File: src/rtl/dsk_pkg.sv
package dsk_pkg;
  typedef enum logic [1:0] {PH_IDLE, PH_CMD, PH_EXEC, PH_RES} phase_t;

  localparam logic [7:0] OP_SET_TIMING = 8'h03;
  localparam logic [7:0] OP_READ       = 8'h06;
  localparam logic [7:0] OP_INT_STATUS = 8'h08;
  localparam logic [7:0] RES_BAD_OP    = 8'h80;
  localparam logic [7:0] INT_ST0       = 8'h20;

  localparam int MSR_RDY  = 7;
  localparam int MSR_DIR  = 6;
  localparam int MSR_NDMA = 5;
  localparam int MSR_BUSY = 4;

  localparam logic [2:0] ADDR_STATUS = 3'd4;
  localparam logic [2:0] ADDR_DATA   = 3'd5;
endpackage

File: src/rtl/dsk_cmd_table.sv
module dsk_cmd_table
  import dsk_pkg::*;
#(
  parameter int CNT_W = 4
) (
  input  logic [7:0]       opc,
  output logic [CNT_W-1:0] n_bytes,
  output logic [CNT_W-1:0] n_res,
  output logic             dma_cmd
);
  always_comb begin
    dma_cmd = 1'b0;
    unique case (opc)
      OP_SET_TIMING: begin n_bytes = CNT_W'(3); n_res = CNT_W'(0); end
      OP_INT_STATUS: begin n_bytes = CNT_W'(1); n_res = CNT_W'(2); end
      OP_READ: begin
        n_bytes = CNT_W'(9);
        n_res   = CNT_W'(7);
        dma_cmd = 1'b1;
      end
      default: begin n_bytes = CNT_W'(1); n_res = CNT_W'(1); end
    endcase
  end
endmodule

File: src/rtl/dsk_drive_stub.sv
module dsk_drive_stub #(
  parameter int DLY_W = 8
) (
  input  logic             clk,
  input  logic             rst_n,
  input  logic             start,
  input  logic [DLY_W-1:0] dly,
  output logic             done
);
  logic             run_q;
  logic [DLY_W-1:0] cnt_q;

  always_ff @(posedge clk or negedge rst_n) begin
    if (!rst_n) begin
      run_q <= 1'b0;
      cnt_q <= '0;
    end else if (start) begin
      run_q <= 1'b1;
      cnt_q <= dly;
    end else if (run_q) begin
      if (cnt_q == '0) run_q <= 1'b0;
      else             cnt_q <= cnt_q - 1'b1;
    end
  end

  assign done = run_q && (cnt_q == '0);

  // a finished wait does not linger into the next cycle
  assert_stub_stops_R8: assert property (@(posedge clk) disable iff (!rst_n)
    (done && !start) |=> !done);
endmodule

File: src/rtl/dsk_dma_engine.sv
module dsk_dma_engine #(
  parameter int LEN_W = 8
) (
  input  logic             clk,
  input  logic             rst_n,
  input  logic             go,
  input  logic [LEN_W-1:0] len,
  input  logic             dma_ack_n,
  output logic             dma_req,
  output logic [LEN_W-1:0] dma_data,
  output logic             done
);
  typedef enum logic [1:0] {D_IDLE, D_REQ, D_REL} dstate_t;
  dstate_t          st_q;
  logic [LEN_W-1:0] cnt_q;

  always_ff @(posedge clk or negedge rst_n) begin
    if (!rst_n) begin
      st_q  <= D_IDLE;
      cnt_q <= '0;
    end else begin
      unique case (st_q)
        D_IDLE: if (go) st_q <= D_REQ;
        D_REQ: if (!dma_ack_n) begin
          cnt_q <= cnt_q + 1'b1;
          st_q  <= D_REL;
        end
        D_REL: if (dma_ack_n) begin
          if (cnt_q == len) begin
            st_q  <= D_IDLE;
            cnt_q <= '0;
          end else begin
            st_q <= D_REQ;
          end
        end
        default: st_q <= D_IDLE;
      endcase
    end
  end

  assign dma_req  = (st_q == D_REQ);
  assign dma_data = cnt_q;
  assign done     = (st_q == D_REL) && dma_ack_n && (cnt_q == len);

  // request drops right after an acknowledged byte
  assert_req_drops_R9: assert property (@(posedge clk) disable iff (!rst_n)
    (dma_req && !dma_ack_n) |=> !dma_req);
  // request held until the acknowledge arrives
  assert_req_holds_R9: assert property (@(posedge clk) disable iff (!rst_n)
    (dma_req && dma_ack_n) |=> dma_req);
endmodule

File: src/rtl/dsk_host_seq.sv
module dsk_host_seq
  import dsk_pkg::*;
#(
  parameter int DW        = 8,
  parameter int DLY_W     = 8,
  parameter int DEF_DELAY = 4,
  parameter int MAX_BYTES = 9
) (
  input  logic          clk,
  input  logic          rst_n,
  input  logic [2:0]    bus_addr,
  input  logic          bus_wr,
  input  logic          bus_rd,
  input  logic [DW-1:0] bus_wdata,
  output logic [DW-1:0] bus_rdata,
  output logic          dma_req,
  input  logic          dma_ack_n,
  output logic [DW-1:0] dma_data,
  output logic          proto_err
);
  localparam int CNT_W = $clog2(MAX_BYTES + 1);
  localparam int LAST  = MAX_BYTES - 1;

  phase_t           phase_q;
  logic             gap_q, err_q, ex_dma_q;
  logic [CNT_W-1:0] idx_q;
  logic [DW-1:0]    opc_q, pcn_q;
  logic [DW-1:0]    prm_q [1:LAST];
  logic [DLY_W-1:0] dly_q;

  logic [DW-1:0]    tbl_opc;
  logic [CNT_W-1:0] n_bytes, n_res, idx_nx;
  logic             dma_cmd;
  logic             data_sel, host_side, wr_ok, wr_bad, rd_ok, last_byte;
  logic             dma_go, dma_done, stub_start, stub_done;
  logic [DW-1:0]    msr, res_byte;

  assign tbl_opc = (phase_q == PH_IDLE) ? bus_wdata : opc_q;

  dsk_cmd_table #(.CNT_W(CNT_W)) u_tbl (
    .opc(tbl_opc), .n_bytes(n_bytes), .n_res(n_res), .dma_cmd(dma_cmd));

  assign data_sel  = (bus_addr == ADDR_DATA);
  assign host_side = (phase_q == PH_IDLE) || (phase_q == PH_CMD);
  assign wr_ok     = bus_wr && data_sel && host_side && !gap_q;
  assign wr_bad    = bus_wr && data_sel && !wr_ok;
  assign rd_ok     = bus_rd && data_sel && (phase_q == PH_RES) && !gap_q;
  assign idx_nx    = idx_q + CNT_W'(1);
  assign last_byte = wr_ok && ((phase_q == PH_IDLE) ? (n_bytes == CNT_W'(1))
                                                   : (idx_nx == n_bytes));
  assign dma_go     = (phase_q == PH_EXEC) && ex_dma_q;
  assign stub_start = (last_byte && !(dma_cmd && bus_wdata != '0)) || dma_done;

  dsk_dma_engine #(.LEN_W(DW)) u_dma (
    .clk(clk), .rst_n(rst_n), .go(dma_go), .len(prm_q[LAST]),
    .dma_ack_n(dma_ack_n), .dma_req(dma_req), .dma_data(dma_data),
    .done(dma_done));

  dsk_drive_stub #(.DLY_W(DLY_W)) u_stub (
    .clk(clk), .rst_n(rst_n), .start(stub_start), .dly(dly_q),
    .done(stub_done));

  always_ff @(posedge clk or negedge rst_n) begin
    if (!rst_n) begin
      phase_q  <= PH_IDLE;
      gap_q    <= 1'b0;
      err_q    <= 1'b0;
      ex_dma_q <= 1'b0;
      idx_q    <= '0;
      opc_q    <= '0;
      pcn_q    <= '0;
      dly_q    <= DLY_W'(DEF_DELAY);
      for (int i = 1; i <= LAST; i++) prm_q[i] <= '0;
    end else begin
      gap_q <= wr_ok || rd_ok;
      err_q <= err_q || wr_bad;
      if (dma_done) ex_dma_q <= 1'b0;
      unique case (phase_q)
        PH_IDLE: if (wr_ok) begin
          opc_q   <= bus_wdata;
          idx_q   <= CNT_W'(1);
          phase_q <= last_byte ? PH_EXEC : PH_CMD;
        end
        PH_CMD: if (wr_ok) begin
          prm_q[idx_q] <= bus_wdata;
          idx_q        <= idx_nx;
          if (opc_q == OP_SET_TIMING && idx_q == CNT_W'(1))
            dly_q <= DLY_W'(bus_wdata);
          if (last_byte) begin
            phase_q  <= PH_EXEC;
            ex_dma_q <= dma_cmd && (bus_wdata != '0);
            if (opc_q == OP_READ) pcn_q <= prm_q[2];
          end
        end
        PH_EXEC: if (stub_done) begin
          idx_q   <= '0;
          phase_q <= (n_res != '0) ? PH_RES : PH_IDLE;
        end
        PH_RES: if (rd_ok) begin
          if (idx_nx == n_res) begin
            idx_q   <= '0;
            phase_q <= PH_IDLE;
          end else begin
            idx_q <= idx_nx;
          end
        end
        default: phase_q <= PH_IDLE;
      endcase
    end
  end

  always_comb begin
    unique case (opc_q)
      OP_INT_STATUS: res_byte = (idx_q == '0) ? INT_ST0 : pcn_q;
      OP_READ: begin
        if (idx_q == '0)                   res_byte = {5'b0, prm_q[1][2:0]};
        else if (idx_q < CNT_W'(3))        res_byte = '0;
        else                               res_byte = prm_q[idx_q - CNT_W'(1)];
      end
      default: res_byte = RES_BAD_OP;
    endcase
  end

  always_comb begin
    msr           = '0;
    msr[MSR_RDY]  = !gap_q && (phase_q != PH_EXEC);
    msr[MSR_DIR]  = (phase_q == PH_RES);
    msr[MSR_NDMA] = (phase_q == PH_EXEC) && !dma_cmd;
    msr[MSR_BUSY] = (phase_q != PH_IDLE);
  end

  always_comb begin
    if (bus_addr == ADDR_STATUS)                  bus_rdata = msr;
    else if (data_sel && phase_q == PH_RES && !gap_q) bus_rdata = res_byte;
    else                                          bus_rdata = '0;
  end

  assign proto_err = err_q;

  // phase ordering
  assert_idle_next_R2: assert property (@(posedge clk) disable iff (!rst_n)
    (phase_q == PH_IDLE) |=> (phase_q != PH_RES));
  assert_exec_next_R2: assert property (@(posedge clk) disable iff (!rst_n)
    (phase_q == PH_EXEC) |=> (phase_q != PH_CMD));
  assert_res_next_R2: assert property (@(posedge clk) disable iff (!rst_n)
    (phase_q == PH_RES) |=> (phase_q inside {PH_RES, PH_IDLE}));
  // ready drops after each accepted byte
  assert_gap_after_byte_R3: assert property (@(posedge clk) disable iff (!rst_n)
    (wr_ok || rd_ok) |=> !msr[MSR_RDY]);
  // no request outside execution
  assert_req_in_exec_R9: assert property (@(posedge clk) disable iff (!rst_n)
    dma_req |-> (phase_q == PH_EXEC));
  // error flag is sticky
  assert_err_sticky_R10: assert property (@(posedge clk) disable iff (!rst_n)
    proto_err |=> proto_err);
endmodule

File: config.mk
export PLATFORM = sky130hd
export DESIGN_NAME = dsk_host_seq
export DESIGN_NICKNAME = d
export VERILOG_FILES = /design/src/rtl/dsk_pkg.sv /design/src/rtl/dsk_cmd_table.sv /design/src/rtl/dsk_drive_stub.sv /design/src/rtl/dsk_dma_engine.sv /design/src/rtl/dsk_host_seq.sv
export SDC_FILE = /design/constraint.sdc
export NUM_CORES = 1
export LEC_CHECK = 0
export BUFFER_PORTS_ARGS = -buffer_cell sky130_fd_sc_hd__buf_2
export CAP_MARGIN = 15
export CORE_UTILIZATION = 58
export DETAILED_ROUTE_END_ITERATION = 8
export GPL_TIMING_DRIVEN = 0
export PLACE_DENSITY = 0.88
export SYNTH_ARGS = -nofsm -noshare
export SYNTH_HDL_FRONTEND = slang
export SYNTH_SLANG_ARGS = --single-unit
File: constraint.sdc
create_clock -name clk -period 4.3 [get_ports clk]
set_input_delay 0.86 -clock clk [delete_from_list [all_inputs] [get_ports clk]]
set_output_delay 0.86 -clock clk [all_outputs]
set_load 0.01 [all_outputs]
==> results.yml, run 1 <==
timing:
  hold_viol_final: 0
  fin_crit_sh: 0.957
  min_period_ns: 4.11
  fin_skew_ns: 0.0115
  worst_slack_ns: 0.187
  tightestPinTransition_ns: 1.04
  rsz0062_at_grt: "false"
  setup_viol: 0
  fmax_ghz: 0.243
  drv_slew: 0
  finalSetupTns_ns: 0
  slew_headroom: 0.299
detailed_routing:
  vias_per_cell: 6.38
  vias: 4609
  drtIter0Drc: 369
  wl_mm: 15.0
  ant_nets: 0
  wire_per_inst_um: 20.7
  drtPass1Iterations: 5
  drc: 0
global_route:
  grt_pass1_wl_mm: 24.1
  grtUsageTotal: 0.292
  grt.overflow.total: 0
  antenna_found_initial: 0
  grt_pass1_vias: 4670
  grt_max_degree: 69
power:
  total_power_mw: 4.45
  p_int_mw: 2.87
  p_sw_frac: 0.356
  pwr-share-seq: 0.340
  p_comb_frac: 0.328
  clkPwrFrac: 0.332
  power_leakage_nw: 3.24
  power_density_nw_per_um2: 635
  switching_power_mw: 1.59
  max-vdd-ir-drop_v: 0.000331
floorplan:
  die_y_um: 104
  coreArea_um2: 9860
  dieWidth_um: 104
  boundaryPins: 34
  row_count: 36
  start_util: 0.607
  die-area_um2: 10700
yosys:
  synth_fp_nets: 545
  ys_top_cells_by_count: "115 x dfrtp_1, 88 x mux2_2, 43 x nand2_1"
  synth_top_family_by_area: "multiplexers"
  yosysTopAreaCell: "dfrtp_1"
  synth_ff_type: "dfrtp_1"
  yosys_warnings: 0
  synth_area_um2: 5980
  synthArstFlopShare: 1.00
  ys_top_cells_by_area: "dfrtp_1 48%, mux2_2 17%, mux4_2 3.0%"
  ys_types: 69
  seq_area_frac_synth: 0.485
  synthAdderAreaFrac: 0.0125
  synthSimpleGateAreaFrac: 0.133
  synthMuxAreaShare: 0.213
  syn_inst: 523
  yosys.area_share.xor_xnor: 0.0337
  yosysTopAreaCellShare: 0.481
  avgSynthCellArea_um2: 11.4
  synth_edf_count: 0
  synth_seq_cells: 116
  synth-compound-area-share: 0.0995
  synth.most_common_cell: "dfrtp_1"
setup_path:
  crit_family: "buffers and inverters"
  crit_path_max_incr_delay_ns: 0.41
  start_kind: "register"
  crit_path_end_kind: "output pin"
  critPathMaxFanout: 10
  arrival_ns: 3.25
  required_ns: 3.44
  crit_buf_inv: 5
  slowest_stage: "dfrtp_2"
  path_cells: "buf_4 -> inv_1 -> ha_1 -> buf_4 -> clkbuf_4 -> mux4_2 -> o21ai_0 -> o21ai_0 -> nand2_1 -> a31oi_1 -> buf_2"
  worstSetupPathType: "register to output pin"
clocking:
  hold_buffers: 0
  cts_tree: "done"
  clock_latency_ns: 0.52
  clock_sinks: 116
  cts.path.max_buffers: 2
  clk_pin_slew_worst_paths_ns: 0.06
  htreeDepth: 4
  cts_buffers: 17
  root_buffer: "clkbuf_8"
final_layout:
  seqCellArea_um2: 2910
  area_growth_pct: 17.2
  utilization: 0.711
  nets: 598
  fin_cells: 722
  fillers: 659
  multi_input_area_um2: 2960
  drive_gt1_frac: 0.336
  num_antenna_cells: 0
placed_design:
  place_ws_ns: -0.148
  dp.cells: 690
  gp_congestion: 0.962
  post-dp-hpwl_mm: 10.2
  numPortBuffers: 33
outcome:
  status: "complete, no violations"
hold_path:
  hold_class: "input pin to async pin"
job:
  drv_cap: 0
[final timing paths]
path | from | endpoint | slack, ns | cells past startpoint
max reg2reg | idx_q[0] | pcn_q[4] | 1.24 | 10
min in group clk | proto_err | proto_err | 0.47 | 1
max | idx_q[0] | bus_rdata[2] | 0.19 | 11
min reg2reg | proto_err | proto_err | 0.47 | 1
min | rst_n | prm_q[55] | 0.36 | 1
max in group asynchronous | rst_n | dly_q[2] | 3.16 | 2
[worst reg2reg max path, stage by stage (launching register included)]
cell,delay [ns]
dfrtp_2,0.41
buf_4,0.23
inv_1,0.11
ha_1,0.38
inv_1,0.13
or2_2,0.32
a221oi_1,0.29
o221ai_2,0.18
inv_2,0.14
nand3_2,0.28
mux2_1,0.46
[power by group through the flow]
stage	Sequential (mW)	Combinational, mW	Clock [mW]
4_1_cts	1.52	1.40	1.50
6_report	1.52	1.46	1.48
3_5_place_dp	1.52	1.37	0
3_3_place_gp	1.49	1.30	0
5_1_grt	1.54	1.56	1.55
2_1_floorplan	1.46	1.03	0
[area by class of cell]
cell class,instances,share of cell area
Tap cell,133,0.0237
Buffer,23,0.0150
Multi-Input combinational cell,373,0.422
Timing Repair Buffer,36,0.0300
Inverter,9,0.00482
Clock inverter,14,0.0287
Sequential cell,116,0.414
Clock buffer,18,0.0610
[per-layer routing]
metal  up-vias  routed length (µm)  track usage  share of wire
met5         -                   0            0              0
met4         0                 803        0.167          0.054
met3        62                1050       0.0736          0.070
met2       245                7040        0.453           0.47
met1      2266                6060        0.374           0.41
li1       2036                   -            -              -
[placed cells by master (no fill, tap or decap), types with 4 or more instances in the layout]
master     Yosys  routed
dfrtp_1      115     114
buf_4          0       5
nor3_1        10      10
clkbuf_16      0      16
ha_1           6       6
bufinv_16      0       4
nand2_1       43      43
a21oi_1       15      15
o22ai_1        5       5
mux2_1         4       4
nand2_2        5       5
inv_1          8       8
clkinv_4       0       5
mux2i_1        6       6
nand2b_1       4       4
and3_1         5       4
xor2_1         7       7
xnor2_1       16      15
nor4_1         4       4
o21ai_0       22      22
mux4_2         8       8
a31oi_1        4       4
o211ai_1       4       4
nor2_1        29      29
nor2b_1        7       7
buf_2          7      37
clkbuf_1      17      14
mux2_2        88      88
nand4_1        6       6
nand3_1       14      14
[state kept, by name, indices dropped and copies added, names as in the netlist]
name,count
pcn_q,8
u_dma.dma_data,8
proto_err,1
idx_q,4
u_stub.cnt_q,8
opc_q,8
ex_dma_q,1
prm_q,64
u_dma.st_q,2
dly_q,8
u_stub.run_q,1
phase_q,2
gap_q,1
[kinds of logic (layout without fill, tap and decap cells)]
family	Yosys count	after routing
buffers and inverters	34	100
flip-flops	116	116
multiplexers	106	106
AO/OA/AOI/OAI	87	87
AND/OR/NAND/NOR	151	151
XOR/XNOR	23	23
adder cells (fa/ha/maj)	6	6
[through the flow]
step / hold slack (ns) / area, µm²
after detailed placement: 0.461 / 6340
after global placement: 0.452 / 6310
after floorplan: 0.444 / 5980
final: 0.362 / 7010
after CTS: 0.379 / 6990
after global routing: 0.401 / 7010
[timing repair]
item / CTS / global route
buffers inserted: 0 / 2
gates resized for setup: 6 / 4
endpoints found under the hold margin: 0 / 0
endpoints found under the setup margin: 8 / 4
gates cloned: 0 / 0
(Power assumes the default switching activity.)
==> run 2, diff against run 1 <==
Settings changed: PLACE_DENSITY 0.88 to 0.76.
==> run 2 against run 1 <==
  * Cell area shrank 0.50%
  * Non-clock buffer count grew 2
  * Via count shrank 1.6%
  * Final cell count grew 0.14%
  * Combinational power is essentially flat
  * Wire length shrank 2.5%
  * Register-to-register slack gained 0.08 ns
  * Global-route usage shrank 0.40 points
  * Die area is the same
  * Fmax shrank 0.35%
  * Largest power group unchanged
==> results.yml, run 2 (same netlist as run 1, synthesis figures left out) <==
timing:
  hold_viol_final: 0
  slew_headroom: 0.282
  drv_slew: 0
  hold_ws_ns: 0.400
  fmax_ghz: 0.242
  fin_skew_ns: 0.00676
  fin_crit_sh: 0.960
  rsz0062_at_grt: "false"
  setup_viol: 0
  tightestPinTransition_ns: 1.07
  min_period_ns: 4.13
detailed_routing:
  vias: 4536
  wl_mm: 14.6
  drtIter0Drc: 413
  wire_per_inst_um: 20.2
  drtPass1Iterations: 5
  vias_per_cell: 6.27
  ant_nets: 0
  drc: 0
final_layout:
  layout_common_cells: "114 x dfrtp_1, 88 x mux2_2, 43 x nand2_1, 37 x buf_2, 29 x nor2_1"
  regMostFlops: "prm_q"
  drive_gt1_frac: 0.327
  nets: 600
  num_antenna_cells: 0
  area_growth_pct: 16.6
  largest_register_ff_count: 64
  fillers: 667
  final_common_cell: "dfrtp_1"
  utilization: 0.707
  fin_cells: 723
floorplan:
  dieWidth_um: 104
  start_util: 0.607
  boundaryPins: 34
  die-area_um2: 10700
  row_count: 36
  coreArea_um2: 9860
  die_y_um: 104
setup_path:
  crit_family: "buffers and inverters"
  path_cells: "buf_6 -> inv_1 -> ha_1 -> clkbuf_4 -> and3_1 -> clkbuf_1 -> nand2_1 -> a221o_1 -> nor2_1 -> a21oi_1 -> o22ai_1 -> buf_2"
  crit_buf_inv: 5
  critPathMaxFanout: 10
  slowest_stage: "dfrtp_2"
  start_kind: "register"
  crit_path_max_incr_delay_ns: 0.42
  crit_path_end_kind: "output pin"
  r2r.worst_path.cells: 10
  required_ns: 3.44
  arrival_ns: 3.27
  path_depth: 12
  worstSetupPathType: "register to output pin"
power:
  power_density_nw_per_um2: 624
  total_power_mw: 4.35
  power_leakage_nw: 3.23
  max-vdd-ir-drop_v: 0.000291
clocking:
  htreeDepth: 4
  clock_sinks: 116
  cts_buffers: 17
  cts.path.max_buffers: 2
  clock_latency_ns: 0.52
  cts_tree: "done"
  root_buffer: "clkbuf_8"
  clk_pin_slew_worst_paths_ns: 0.06
  hold_buffers: 0
global_route:
  grt_pass1_vias: 4545
  grtUsageTotal: 0.288
  grt.overflow.total: 0
  grt_max_degree: 61
  grt_pass1_wl_mm: 23.8
  antenna_found_initial: 0
placed_design:
  dp.cells: 690
  post-dp-hpwl_mm: 9.68
  gp_congestion: 0.929
  numPortBuffers: 33
hold_path:
  hold_class: "input pin to async pin"
job:
  drv_cap: 0
outcome:
  status: "complete, no violations"
run 2: final cells by class:
cell class | count | area, µm² | share of cell area
Clock inverter | 9 | 129 | 0.0185
Timing Repair Buffer | 37 | 218 | 0.0312
Sequential cell | 116 | 2910 | 0.416
Buffer | 24 | 111 | 0.0160
Multi-Input combinational cell | 373 | 2960 | 0.424
Clock buffer | 22 | 453 | 0.0649
Tap cell | 133 | 166 | 0.0238
Inverter | 9 | 33.8 | 0.00484
run 2: per-layer routing:
| metal | track usage | vias up | part of all wire |
|---|---|---|---|
| li1 | - | 2030 | - |
| met5 | 0 | - | 0 |
| met2 | 0.449 | 206 | 0.47 |
| met1 | 0.380 | 2257 | 0.42 |
| met4 | 0.139 | 0 | 0.031 |
| met3 | 0.0699 | 43 | 0.075 |
run 2: per-stage QoR:
step	instance area (µm²)	worst slack, ns	setup TNS, ns
finish	6980	0.172	0
global route	6980	0.0823	0
CTS	6940	0.0180	0
detailed placement	6340	-0.103	-0.202
global placement	6310	-0.0674	-0.112
floorplan	5980	0.687	0
run 2: path summary, 6_finish.rpt:
path                       startpoint      endpoint  slack [ns]
max                          idx_q[0]  bus_rdata[4]        0.17
min                             rst_n     prm_q[29]        0.40
max reg2reg                  idx_q[0]      pcn_q[6]        1.32
min reg2reg                 proto_err     proto_err        0.47
max in group asynchronous       rst_n      dly_q[2]        3.12
min in group clk            proto_err     proto_err        0.47
run 2: what timing repair did:
action	4_1_cts	5_1_grt
resized for setup	4	4
pin swaps	0	0
endpoints found under the hold margin	0	0
setup endpoints to repair	8	5
setup buffers	0	3
run 2: where the power goes:
group | switching (mW) | internal, mW | leakage, nW | total, mW
sequential | 0.205 | 1.30 | 1.56 | 1.51
combinational | 0.848 | 0.608 | 1.38 | 1.46
clock | 0.482 | 0.907 | 0.281 | 1.39
total | 1.53 | 2.82 | 3.23 | 4.35
run 2: worst reg2reg max path, cell delays in order, from the launching register on:
cell,delay [ns]
dfrtp_2,0.42
buf_6,0.19
inv_1,0.11
ha_1,0.39
inv_1,0.13
or2_2,0.34
a221oi_1,0.30
o221ai_2,0.19
inv_2,0.13
nand3_2,0.25
mux2_1,0.42
==> run 3, diff against run 2 <==
Settings changed: CTS_BUF_LIST set to sky130_fd_sc_hd__clkbuf_16, GPL_TIMING_DRIVEN 0 to 1.
==> run 3 against run 2 <==
  * Register-to-register slack got worse by 0.29 ns
  * Clock skew rose by 0.0023 ns
  * Final cell count fell by 2.8%
  * Wire length rose by 0.99%
  * Hold slack improved by 0.071 ns
  * Utilization fell by 0.99 points
  * Setup slack improved by 0.11 ns
  * Critical path type unchanged
==> results.yml, run 3 (same netlist as run 1, synthesis figures left out) <==
timing:
  fin_skew_ns: 0.00907
  worst_slack_ns: 0.284
  drv_slew: 0
  fmax_ghz: 0.249
  fin_crit_sh: 0.934
  tightestPinTransition_ns: 1.03
  min_period_ns: 4.02
  slew_headroom: 0.310
  finalSetupTns_ns: 0
  setup_viol: 0
  rsz0062_at_grt: "false"
  hold_ws_ns: 0.472
  hold_viol_final: 0
global_route:
  antenna_found_initial: 0
  grt_max_degree: 79
  grt_pass1_vias: 4567
  top_usage_layer: "met2"
  grtUsageMet2: 0.479
  grtUsageTotal: 0.296
  use_met1: 0.374
  grt_pass1_wl_mm: 24.3
  grt_util_met3: 0.0699
  grt.overflow.total: 0
final_layout:
  final_common_cell: "dfrtp_1"
  num_antenna_cells: 0
  seqCellArea_um2: 2900
  regMostFlops: "prm_q"
  utilization: 0.697
  area_growth_pct: 15.0
  fin_cells: 703
  fillers: 690
  largest_register_ff_count: 64
  multi_input_area_um2: 2940
  drive_gt1_frac: 0.330
  nets: 579
  layout_common_cells: "115 x dfrtp_1, 88 x mux2_2, 43 x nand2_1, 32 x buf_2, 29 x nor2_1"
hold_path:
  hold_depth: 1
  hold_class: "register to register"
floorplan:
  row_count: 36
  die_y_um: 104
  dieWidth_um: 104
  start_util: 0.607
  die-area_um2: 10700
  boundaryPins: 34
  coreArea_um2: 9860
power:
  p_comb_frac: 0.310
  pwr-share-seq: 0.357
  switching_power_mw: 1.52
  p_int_mw: 2.83
  p_sw_frac: 0.350
  clkPwrFrac: 0.334
  power_leakage_nw: 3.18
  power_density_nw_per_um2: 632
  max-vdd-ir-drop_v: 0.000305
setup_path:
  worstSetupPathType: "register to output pin"
  critPathMaxFanout: 7
  required_ns: 3.44
  r2r-start: "idx_q[0]"
  cp-endpoint: "bus_rdata[5]"
  crit_path_end_kind: "output pin"
  start_kind: "register"
  r2r.worst_path.cells: 8
  arrival_ns: 3.16
  r2r_setup_slack_ns: 1.03
  rr_endpoint: "u_stub.cnt_q[6]"
  crit_start: "opc_q[5]"
detailed_routing:
  drc: 0
  vias_per_cell: 6.41
  drtIter0Drc: 406
  drtPass1Iterations: 5
  wl_mm: 14.7
  wire_per_inst_um: 20.9
  vias: 4508
  ant_nets: 0
clocking:
  clk_pin_slew_worst_paths_ns: 0.05
  cts_resized: 0
  cts_buffers: 17
  clock_latency_ns: 0.41
  cts.path.max_buffers: 2
  cts_tree: "done"
  clock_sinks: 116
  root_buffer: "clkbuf_16"
  hold_buffers: 0
  htreeDepth: 4
  post_cts_buffers: 0
placed_design:
  post-dp-hpwl_mm: 9.80
  dp.cells: 671
  gp_congestion: 0.935
  numPortBuffers: 33
  place_ws_ns: 0.765
outcome:
  status: "complete, no violations"
job:
  drv_cap: 0
==> run 3: changes by cell type in the layout (fill, tap and decap cells not counted), moves of 2 or more <==
cell	delta
buf_2	-5
buf_4	+4
clkbuf_1	-19
clkbuf_4	-2
clkbuf_8	-3
clkinv_1	+2
==> run 3: metrics by stage <==
step | total power [mW] | area, µm²
2_1_floorplan | 2.49 | 5980
3_3_place_gp | 2.80 | 6270
3_5_place_dp | 2.86 | 6270
4_1_cts | 4.33 | 6880
5_1_grt | 4.55 | 6880
6_report | 4.35 | 6880
==> run 3: power groups by stage <==
stage	Sequential (mW)	Clock [mW]	Combinational (mW)
after floorplan	1.46	0	1.03
after detailed placement	1.55	0	1.31
after global routing	1.58	1.52	1.45
after CTS	1.54	1.46	1.33
final	1.55	1.45	1.35
after global placement	1.54	0	1.27
==> run 3: area by class of cell <==
class                      instances  area share
clock buffer                      17      0.0618
clock inverter                    15      0.0273
inverter                           9     0.00491
multi-input combinational        373       0.428
sequential                       116       0.422
tap                              133      0.0242
timing repair buffer              40      0.0320
==> run 3: worst min path at each step <==
| stage | start | end | slack (ns) |
|---|---|---|---|
| 6_report | proto_err | proto_err | 0.47 |
| 5_1_grt | proto_err | proto_err | 0.48 |
| 4_1_cts | proto_err | proto_err | 0.48 |
| 3_5_place_dp | proto_err | proto_err | 0.46 |
| 3_3_place_gp | proto_err | proto_err | 0.46 |
| 2_1_floorplan | dly_q[0] | u_stub.cnt_q[0] | 0.44 |
==> run 3: layer usage <==
| metal | wire [µm] | part of all wire |
|---|---|---|
| met4 | 503 | 0.034 |
| met2 | 7140 | 0.48 |
| met5 | 0 | 0 |
| met1 | 6080 | 0.41 |
| met3 | 1000 | 0.068 |
==> run 3: critical path, stage by stage (launching register included) <==
cell and delay [ns]:
dfrtp_1 0.39, or4_4 0.58, nor3_2 0.58, o31ai_1 0.31
nor2_1 0.30, a21oi_1 0.16, o22ai_1 0.24, buf_2 0.17
